**config.mk**
```make
export PLATFORM = sky130hd
export DESIGN_NAME = uart_fifo_irq_ctrl
export DESIGN_NICKNAME = d
export VERILOG_FILES = /design/src/rtl/uart_fic_pkg.sv /design/src/rtl/uart_fic_rst_sync.sv /design/src/rtl/uart_fic_fifo.sv /design/src/rtl/uart_fic_prio.sv /design/src/rtl/uart_fifo_irq_ctrl.sv
export SDC_FILE = /design/constraint.sdc
export NUM_CORES = 1
export LEC_CHECK = 0
export ABC_CLOCK_PERIOD_IN_PS = 1700
export BUFFER_PORTS_ARGS = -buffer_cell sky130_fd_sc_hd__buf_2
export CAP_MARGIN = 20
export CORE_MARGIN = 10
export CORE_UTILIZATION = 30
export DETAILED_ROUTE_END_ITERATION = 10
export SYNTH_ARGS = -nofsm -noshare
export SYNTH_HDL_FRONTEND = slang
export SYNTH_SLANG_ARGS = --single-unit
```
**constraint.sdc**
```tcl
create_clock -name clk -period 1.7 [get_ports clk]
set_input_delay 0.085 -clock clk [delete_from_list [all_inputs] [get_ports clk]]
set_output_delay 0.085 -clock clk [all_outputs]
set_load 0.05 [all_outputs]
```
**src/rtl/uart_fic_pkg.sv**
```systemverilog
package uart_fic_pkg;
  localparam logic [1:0] A_DATA  = 2'd0;
  localparam logic [1:0] A_IEN   = 2'd1;
  localparam logic [1:0] A_IDCTL = 2'd2;
  localparam logic [1:0] A_LSTAT = 2'd3;

  typedef enum logic [2:0] {
    SRC_NONE = 3'd0,
    SRC_TXE  = 3'd1,
    SRC_RXD  = 3'd2,
    SRC_LINE = 3'd3
  } src_e;

  // nonlinear receive threshold map
  function automatic int unsigned trig_chars(input logic [1:0] code);
    case (code)
      2'd0:    return 1;
      2'd1:    return 4;
      2'd2:    return 8;
      default: return 14;
    endcase
  endfunction
endpackage

```
**src/rtl/uart_fic_rst_sync.sv**
```systemverilog
module uart_fic_rst_sync (
  input  logic clk,
  input  logic rst_n,
  output logic rst_q_n
);
  logic [1:0] stage_q;

  always_ff @(posedge clk or negedge rst_n) begin
    if (!rst_n) stage_q <= 2'b00;
    else        stage_q <= {stage_q[0], 1'b1};
  end

  assign rst_q_n = stage_q[1];
endmodule

```
**src/rtl/uart_fic_fifo.sv**
```systemverilog
module uart_fic_fifo #(
  parameter int W     = 8,
  parameter int DEPTH = 16
) (
  input  logic                       clk,
  input  logic                       rst_n,
  input  logic                       clr,
  input  logic                       single,
  input  logic                       push,
  input  logic [W-1:0]               din,
  input  logic                       pop,
  output logic [W-1:0]               dout,
  output logic [$clog2(DEPTH+1)-1:0] count,
  output logic                       full,
  output logic                       empty,
  output logic                       drop
);
  localparam int AW = (DEPTH > 1) ? $clog2(DEPTH) : 1;
  localparam int CW = $clog2(DEPTH+1);

  logic [W-1:0]  mem [DEPTH];
  logic [AW-1:0] wr_q, rd_q, wr_d, rd_d;
  logic [CW-1:0] cnt_q, cnt_d;
  logic          do_push, do_pop;

  assign full    = single ? (cnt_q != '0) : (cnt_q == CW'(DEPTH));
  assign empty   = (cnt_q == '0);
  assign do_push = push && !full && !clr;
  assign do_pop  = pop && !empty && !clr;
  assign drop    = push && full && !clr;
  assign dout    = mem[rd_q];
  assign count   = cnt_q;

  function automatic logic [AW-1:0] bump(input logic [AW-1:0] p);
    return (p == AW'(DEPTH-1)) ? '0 : p + AW'(1);
  endfunction

  always_comb begin
    wr_d  = wr_q;
    rd_d  = rd_q;
    cnt_d = cnt_q;
    if (clr) begin
      wr_d  = '0;
      rd_d  = '0;
      cnt_d = '0;
    end else begin
      if (do_push) wr_d = bump(wr_q);
      if (do_pop)  rd_d = bump(rd_q);
      if (do_push && !do_pop)      cnt_d = cnt_q + CW'(1);
      else if (do_pop && !do_push) cnt_d = cnt_q - CW'(1);
    end
  end

  always_ff @(posedge clk or negedge rst_n) begin
    if (!rst_n) begin
      wr_q  <= '0;
      rd_q  <= '0;
      cnt_q <= '0;
    end else begin
      wr_q  <= wr_d;
      rd_q  <= rd_d;
      cnt_q <= cnt_d;
    end
  end

  always_ff @(posedge clk) begin
    if (do_push) mem[wr_q] <= din;
  end


  full_drop_chk: assert property (@(posedge clk) disable iff (!rst_n)
    (push && full && !pop && !clr) |=> (count == $past(count)));


  flush_chk: assert property (@(posedge clk) disable iff (!rst_n)
    clr |=> empty);
endmodule

```
**src/rtl/uart_fic_prio.sv**
```systemverilog
module uart_fic_prio
  import uart_fic_pkg::*;
(
  input  logic ls_pend,
  input  logic rxd_pend,
  input  logic txe_pend,
  output src_e src,
  output logic none
);
  always_comb begin
    if (ls_pend)       src = SRC_LINE;
    else if (rxd_pend) src = SRC_RXD;
    else if (txe_pend) src = SRC_TXE;
    else               src = SRC_NONE;
  end

  assign none = !(ls_pend || rxd_pend || txe_pend);
endmodule

```
**src/rtl/uart_fifo_irq_ctrl.sv**
```systemverilog
module uart_fifo_irq_ctrl
  import uart_fic_pkg::*;
#(
  parameter int DEPTH = 16
) (
  input  logic       clk,
  input  logic       rst_n,
  input  logic [1:0] reg_addr,
  input  logic       reg_wr,
  input  logic       reg_rd,
  input  logic [7:0] reg_wdata,
  output logic [7:0] reg_rdata,
  input  logic       rx_push,
  input  logic [7:0] rx_byte,
  input  logic       rx_err,
  input  logic       tx_pop,
  output logic [7:0] tx_byte,
  output logic       tx_ready,
  output logic [7:0] line_stat,
  output logic       irq
);
  localparam int CW = $clog2(DEPTH+1);

  logic          rst_q_n;
  logic          fen_q, fen_d;
  logic [1:0]    trig_q, trig_d;
  logic [2:0]    ien_q, ien_d;
  logic          ovr_q, ovr_d, err_q, err_d, txe_q, txe_d, txmt_q;
  logic          wr_data, wr_ien, wr_ctl, rd_data, rd_id, rd_ls;
  logic [7:0]    rx_head;
  logic [CW-1:0] rx_cnt, tx_cnt, trig_lvl;
  logic          rx_full, rx_empty, rx_drop, tx_full, tx_empty, tx_drop;
  logic          ls_pend, rxd_pend, txe_pend, none;
  src_e          src;
  logic [7:0]    id_byte;

  uart_fic_rst_sync u_rst (.clk(clk), .rst_n(rst_n), .rst_q_n(rst_q_n));

  assign wr_data = reg_wr && (reg_addr == A_DATA);
  assign wr_ien  = reg_wr && (reg_addr == A_IEN);
  assign wr_ctl  = reg_wr && (reg_addr == A_IDCTL);
  assign rd_data = reg_rd && (reg_addr == A_DATA);
  assign rd_id   = reg_rd && (reg_addr == A_IDCTL);
  assign rd_ls   = reg_rd && (reg_addr == A_LSTAT);

  uart_fic_fifo #(.W(8), .DEPTH(DEPTH)) u_rxq (
    .clk(clk), .rst_n(rst_q_n), .clr(wr_ctl && reg_wdata[1]), .single(!fen_q),
    .push(rx_push), .din(rx_byte), .pop(rd_data), .dout(rx_head),
    .count(rx_cnt), .full(rx_full), .empty(rx_empty), .drop(rx_drop)
  );

  uart_fic_fifo #(.W(8), .DEPTH(DEPTH)) u_txq (
    .clk(clk), .rst_n(rst_q_n), .clr(wr_ctl && reg_wdata[2]), .single(!fen_q),
    .push(wr_data), .din(reg_wdata), .pop(tx_pop), .dout(tx_byte),
    .count(tx_cnt), .full(tx_full), .empty(tx_empty), .drop(tx_drop)
  );

  // threshold, clamped to the queue depth
  always_comb begin
    int unsigned t;
    t = fen_q ? trig_chars(trig_q) : 1;
    if (t > DEPTH) t = DEPTH;
    trig_lvl = CW'(t);
  end

  assign ls_pend  = ien_q[2] && (ovr_q || err_q);
  assign rxd_pend = ien_q[0] && (rx_cnt >= trig_lvl);
  assign txe_pend = ien_q[1] && txe_q;

  uart_fic_prio u_prio (
    .ls_pend(ls_pend), .rxd_pend(rxd_pend), .txe_pend(txe_pend),
    .src(src), .none(none)
  );

  always_comb begin
    fen_d  = fen_q;
    trig_d = trig_q;
    ien_d  = ien_q;
    if (wr_ctl) begin
      fen_d  = reg_wdata[0];
      trig_d = reg_wdata[7:6];
    end
    if (wr_ien) ien_d = reg_wdata[2:0];

    ovr_d = rx_drop || (ovr_q && !rd_ls);
    err_d = rx_err  || (err_q && !rd_ls);

    if (wr_data)
      txe_d = 1'b0;
    else if ((tx_empty && !txmt_q) ||
             (wr_ien && reg_wdata[1] && !ien_q[1] && tx_empty))
      txe_d = 1'b1;
    else if (rd_id && (src == SRC_TXE))
      txe_d = 1'b0;
    else
      txe_d = txe_q;
  end

  always_ff @(posedge clk or negedge rst_q_n) begin
    if (!rst_q_n) begin
      fen_q  <= 1'b0;
      trig_q <= 2'd0;
      ien_q  <= 3'd0;
      ovr_q  <= 1'b0;
      err_q  <= 1'b0;
      txe_q  <= 1'b0;
      txmt_q <= 1'b1;
    end else begin
      fen_q  <= fen_d;
      trig_q <= trig_d;
      ien_q  <= ien_d;
      ovr_q  <= ovr_d;
      err_q  <= err_d;
      txe_q  <= txe_d;
      txmt_q <= tx_empty;
    end
  end

  assign id_byte   = {fen_q, fen_q, 2'b00, src, none};
  assign line_stat = {1'b0, tx_empty, !tx_full, 2'b00, err_q, ovr_q, !rx_empty};
  assign tx_ready  = !tx_empty;
  assign irq       = !none;

  always_comb begin
    case (reg_addr)
      A_DATA:  reg_rdata = rx_head;
      A_IEN:   reg_rdata = {5'b0, ien_q};
      A_IDCTL: reg_rdata = id_byte;
      default: reg_rdata = line_stat;
    endcase
  end


  ien_off_chk: assert property (@(posedge clk) disable iff (!rst_q_n)
    (ien_q == 3'd0) |-> !irq);


  line_first_chk: assert property (@(posedge clk) disable iff (!rst_q_n)
    (ien_q[2] && (line_stat[1] || line_stat[2])) |-> (irq && id_byte[3:1] == 3'd3));


  txe_wr_clear_chk: assert property (@(posedge clk) disable iff (!rst_q_n)
    wr_data |=> !txe_q);


  err_sticky_chk: assert property (@(posedge clk) disable iff (!rst_q_n)
    rx_err |=> line_stat[2]);


  drop_flag_chk: assert property (@(posedge clk) disable iff (!rst_q_n)
    rx_drop |=> line_stat[1]);
endmodule

```
# After elaboration in Yosys (flattened, before gate mapping)
# Memory sizes are Yosys's and may differ from the RTL's.
# Cells that the tools add are included.
# word_totals
regBits,38
latchBits,0
ram_bits,256
mem_bits_ro,0
inputBits,25
wordCells,137
mem_count,2
# memory_table
memory,words,word_bits,read_ports,rd_clocked_by_memory_dff,wr,line_no,text
u_rxq.mem,16,8,1,0,1,uart_fic_fifo.sv:21,logic [W-1:0] mem [DEPTH];
u_txq.mem,16,8,1,0,1,uart_fic_fifo.sv:21,
# op_classes
n_addsub,8
multipliers,0
div,0
magnitude_cmp,2
n_eq_ne,12
n_shift,0
mux,34
bitwise_logic,0
n_reduce_logical,65
# op_table
op,n
$mux 4,13
$mux 5,7
$logic_and 1x1->1,32
$pmux 8 s3,1
$add 4x1->4 const B,4
$eq 4x4->1 const B,4
$logic_not 1->1,14
$pmux 4 s3,1
$add 5x1->5 const B,2
$eq 5x5->1 const B,2
$logic_not 5->1,2
$mux 1,10
$reduce_bool 5->1,2
$sub 5x1->5 const B,2
$reduce_bool 3->1,3
$reduce_bool 2->1,4
$eq 2x2->1 const B,3
$logic_or 1x1->1,6
$mux 3,2
$ge 5x5->1,1
$gt 4x5->1 const B,1
$eq 2x1->1 const B,2
$logic_not 2->1,2
$eq 3x1->1 const B,1

# Logic depth before layout (Yosys ltp)
# logic_depth
depth_word,14
depth_mapped,13
mapped_depth_nobuf,12

# By module
# From an unflattened synthesis, not the netlist that was laid out.
# unflattened
hier_cells,808
area_unflattened_um2,12703.4
# by_module_without_submodules
module,instances,cells_each,area_per_inst_um2,seq_area_each_um2
uart_fic_fifo at u_txq,1,362,5939.4,4169.0
uart_fic_fifo at u_rxq,1,359,5880.6,4169.0
uart_fifo_irq_ctrl,1,78,790.8,251.5
uart_fic_rst_sync,1,3,53.8,50.0
uart_fic_prio,1,6,38.8,0.0

# Least setup slack after synthesis
# OpenSTA, ideal clock, no wires.
# synth_timing
path_type,flip-flop to flip-flop
start,register u_txq.cnt_q[0] (netlist: u_txq.count[0])
end,register u_txq.cnt_q[4] (netlist: u_txq.count[4])
setup_ns,0.078
arrival_time_ns,3.936
required_time_ns,1.622
slack_ns,-2.314
stages_incl_launch_ff,13
path_buffers,0
synth_period_minus_slack_ns,4.014
cell_sequence,dfrtp_1 nor4_4 mux2i_1 nand2_1 inv_2 ha_1 inv_1 fa_1 a21o_1 a21oi_1 xnor2_1 or3_1 a21oi_1
# synth_between
elab_chain_cells,8
elab_cells_between_ends,20
classes_between,add/sub (2); eq/ne (1); mux (4); reduce/logical (13)
# synth_rtl
element,line_no,text
start: declaration,uart_fic_fifo.sv:23,"logic [CW-1:0] cnt_q, cnt_d;"
start signal: assignment,uart_fic_fifo.sv:62,cnt_q <= cnt_d;
$eq 5x5->1 or $reduce_bool 5->1 (tied branches),uart_fic_fifo.sv:26,assign full = single ? (cnt_q != '0) : (cnt_q == CW'(DEPTH));
$mux 1 *,uart_fic_fifo.sv:26,
$logic_not 1->1 *,n/a,
net line_stat[5],uart_fifo_irq_ctrl.sv:19,"output logic [7:0] line_stat,"
$logic_and 1x1->1 * (2 in a row),uart_fic_fifo.sv:28,assign do_push = push && !full && !clr;
$logic_and 1x1->1 or $logic_not 1->1 (tied branches),"uart_fic_fifo.sv:49, uart_fic_fifo.sv:50",
$mux 5 or $logic_and 1x1->1 (tied branches),"uart_fic_fifo.sv:49, uart_fic_fifo.sv:50",
$mux 5 or $reduce_bool 3->1 (tied branches),n/a,
# Mark *: on every way through the listed nets, which the timed path passes. The rest lies on a longest branch. The select of a mux whose other input is x is not followed.
# A chain may end at the register's enable or synchronous reset.

# Final worst setup path
# layout_timing
start,register u_rxq.cnt_q[0] (netlist: u_rxq.count[0])
end,register u_rxq.cnt_q[4] (netlist: u_rxq.count[4])
# layout_between
elab_chain_cells,8
elab_cells_between_ends,20
classes_between,add/sub (2); eq/ne (1); mux (4); reduce/logical (13)
# layout_rtl
element,line_no
start: declaration,uart_fic_fifo.sv:23
start signal: assignment,uart_fic_fifo.sv:62
"parallel branches: the longest is 8 deep, another holds $sub 5x1->5",n/a
# Parallel ways; which one is timed is not known. The select of a mux whose other input is x is not followed.

==> flow_metrics.tcl <==
set metrics [dict create \
    ir_drop_mv 1.24 \
    die_h_um 224 \
    regArea_sq_um 8640 \
    yosysTopAreaCell "edfxtp_1" \
    synth_seq_area_share 0.693 \
    slew_headroom 0.472 \
    crit_fanout 4 \
    drt_iter0_drc 480 \
    clock_latency_ns 0.56 \
    route.antenna.remaining_nets 0 \
    synth.cell_area_sq_um 12500 \
    clkTransAtPathRegs_ns 0.06 \
    clkSinkCount 294 \
    leakagePower_nw 5.89 \
    antenna-diode-count 0 \
    period_minus_slack_ns 2.78 \
    power_density_nw_per_um2 1620 \
    antenna_found_initial 0 \
    rsz0062_at_grt "yes" \
    nNetsFinal 974 \
    via_per_inst 4.81 \
    fin_worst_skew_ns 0.00876 \
    cts-root-buf "clkbuf_16" \
    setup_slack_ns -1.08 \
    core_sq_um 41000 \
    gp_congestion 0.793 \
    dp_hpwl_um 19200 \
    setup_viol 299 \
    drv_slew 0 \
    grt_pass1_vias 7697 \
    syn_area_per_cell_sq_um 17.6 \
    place_ws_ns -1.08 \
    max_freq_mhz 360 \
    worst_r2r_path_depth 11 \
    io_pins 51 \
    die-area_sq_um 50100 \
    worst_setup_path_end_kind "flip-flop" \
    multi_input_area_sq_um 4490 \
    critPathArrivalTime_ns 3.26 \
    cap_viol_max_count 0 \
    hp-class "in2reg" \
    wl_per_cell_um 20.1 \
    cts_buffer_depth 3 \
    synthFlopType "edfxtp_1" \
    drive_above_1_share 0.486 \
    firstDrtPassIters 4 \
    outcome "finished with violations" \
    yosys-top-cells-area "edfxtp_1 62%, mux4_2 11%, dfrtp_1 7.4%, ha_1 2.2%, mux2i_1 2.2%" \
    start_kind "flip-flop" \
    rows 74 \
    die_x_um 224 \
    violations "negative setup slack" \
    setup-tns-final_ns -135.81 \
    min_path_cells 2 \
    placed_area_sq_um 14700 \
    yosysTopAreaCellShare 0.616 \
    n_fill_cell 3646 \
    rrSetupSlack_ns -1.08 \
    drt_wl_total_um 29800 \
    grt_util_all_layers 0.119 \
    critical_path_class "reg2reg" \
    hold_viol 0 \
    h-tree-depth 1 \
    design_area_sq_um 16900 \
    fin_total_pwr_mw 27.3 \
    syn2layout_area_growth_pct 35.4 \
    yosysUniqueCellTypes 63 \
    grt_pass1_wl_um 46500 \
    ys_ff_latch 294 \
    ys_async_sr_fraction 0.129 \
    grt_max_degree 37 \
    fin_crit_sh 1.63 \
    synth-edff-count 256 \
    cts_made_buffers 30 \
    drc_errors 0 \
    initial_core_util 0.304 \
    syn_inst 708 \
    grt_overflow 0 \
    worst_pin_slew_ns 0.792 \
    required_ns 2.18 \
    vias 7129 \
    yosys_warnings 0 \
    tritoncts "built" \
    portBuffers 47 \
]
[what timing repair did]
action                                  in CTS  in global routing
endpoints found under the hold margin      239                  0
resized for setup                          119                 64
cloned                                       2                  0
pin swaps                                   35                 41
setup buffers                               19                 20
hold buffers                                22                  0
endpoints found under the setup margin     298                302
[cell usage after synthesis, types with 5 or more instances]
library cell / count
xnor2_1: 7
nand2_1: 27
mux2i_1: 27
inv_1: 16
a211oi_1: 11
buf_4: 11
mux4_2: 63
nor2b_1: 13
and2_1: 17
a21oi_1: 25
dfrtp_1: 37
nor2_1: 27
mux2_2: 9
clkbuf_1: 15
and3_1: 11
edfxtp_1: 256
o21ai_0: 14
ha_1: 22
xor2_1: 5
buf_2: 8
nand3_1: 11
[sequential cells by signal, indices dropped and copies added (netlist names), 4 cells and up]
signal       cells
u_txq.rd_q       4
u_rxq.wr_q       4
u_rxq.mem      128
u_txq.count      5
u_rxq.rd_q       4
u_txq.mem      128
u_rxq.count      5
u_txq.wr_q       4
[cell type report]
class | count | share of cell area
multi-input cells | 358 | 0.266
well taps | 532 | 0.0394
flip-flops and latches | 294 | 0.512
clock buffers | 35 | 0.0468
clock inverters | 21 | 0.0107
inverters | 17 | 0.00437
repair buffers | 224 | 0.121
[metrics by stage]
stage           util  hold WS (ns)  std cells
2_1_floorplan      -        -0.211        710
3_3_place_gp   0.359        -0.128       1376
3_5_place_dp   0.359        -0.128       1376
4_1_cts        0.405       0.00137       1472
5_1_grt        0.412        0.0185       1481
6_report       0.412        0.0203       1481
[per-layer routing]
| layer | vias to the layer above | track usage | wire, um |
|---|---|---|---|
| met5 | - | 0 | 0 |
| met4 | 0 | 0.0314 | 501 |
| met3 | 34 | 0.0236 | 1380 |
| met2 | 149 | 0.193 | 14600 |
| met1 | 3709 | 0.160 | 13300 |
| li1 | 3237 | - | - |
[cells by family after synthesis]
group                      synth area share
other                              0.000602
muxes                                 0.145
AOI/OAI and AO/OA                    0.0451
and+or+nand+nor                      0.0598
xor gates and xnor gates            0.00843
adders and majority gates            0.0253
buffers and inverters                0.0229
DFF                                   0.693
[layout by cell type (no fill, tap or decap), types with 10 or more instances in the layout]
master | netlist | final
mux2i_1 | 27 | 11
nor2_1 | 27 | 21
buf_6 | 2 | 43
and2_4 | 0 | 16
mux4_2 | 63 | 63
buf_2 | 8 | 28
ha_1 | 22 | 17
buf_12 | 0 | 13
a211oi_2 | 0 | 10
mux2i_4 | 1 | 16
edfxtp_1 | 256 | 256
dfrtp_1 | 37 | 34
buf_4 | 11 | 110
nand3_1 | 11 | 10
dlygate4sd3_1 | 0 | 22
clkbuf_16 | 0 | 31
inv_1 | 16 | 12
nand2_1 | 27 | 21
a21oi_1 | 25 | 11
[worst max-delay path, stage by stage (launching register included)]
cell and delay, ns:
dfrtp_1 0.38, or4_4 0.57, buf_4 0.17, o211ai_4 0.19, ha_4 0.18, inv_4 0.04
fa_2 0.37, a21o_1 0.18, a21oi_2 0.13, xnor2_1 0.08, or3_1 0.30, a21oi_1 0.12
[where the power goes]
group / switching [mW] / total (mW) / internal, mW
Clock: 2.72 / 6.49 / 3.77
Combinational: 5.84 / 12.0 / 6.15
Sequential: 0.496 / 8.83 / 8.34
Total: 9.06 / 27.3 / 18.3
[worst paths after layout]
path,from,endpoint
setup / recovery,u_rxq.count[0],u_rxq.count[4]
hold reg to reg,u_rst.stage_q[1],u_txq.rd_q[2]
setup reg to reg,u_rxq.count[0],u_rxq.count[4]
hold / removal,reg_wdata[2],u_txq.mem[14][2]
max in group asynchronous,u_rst.stage_q[1],u_rxq.rd_q[0]
min in group asynchronous,u_rst.stage_q[1],u_txq.rd_q[2]
No activity file was read; power rests on OpenSTA's default activity.
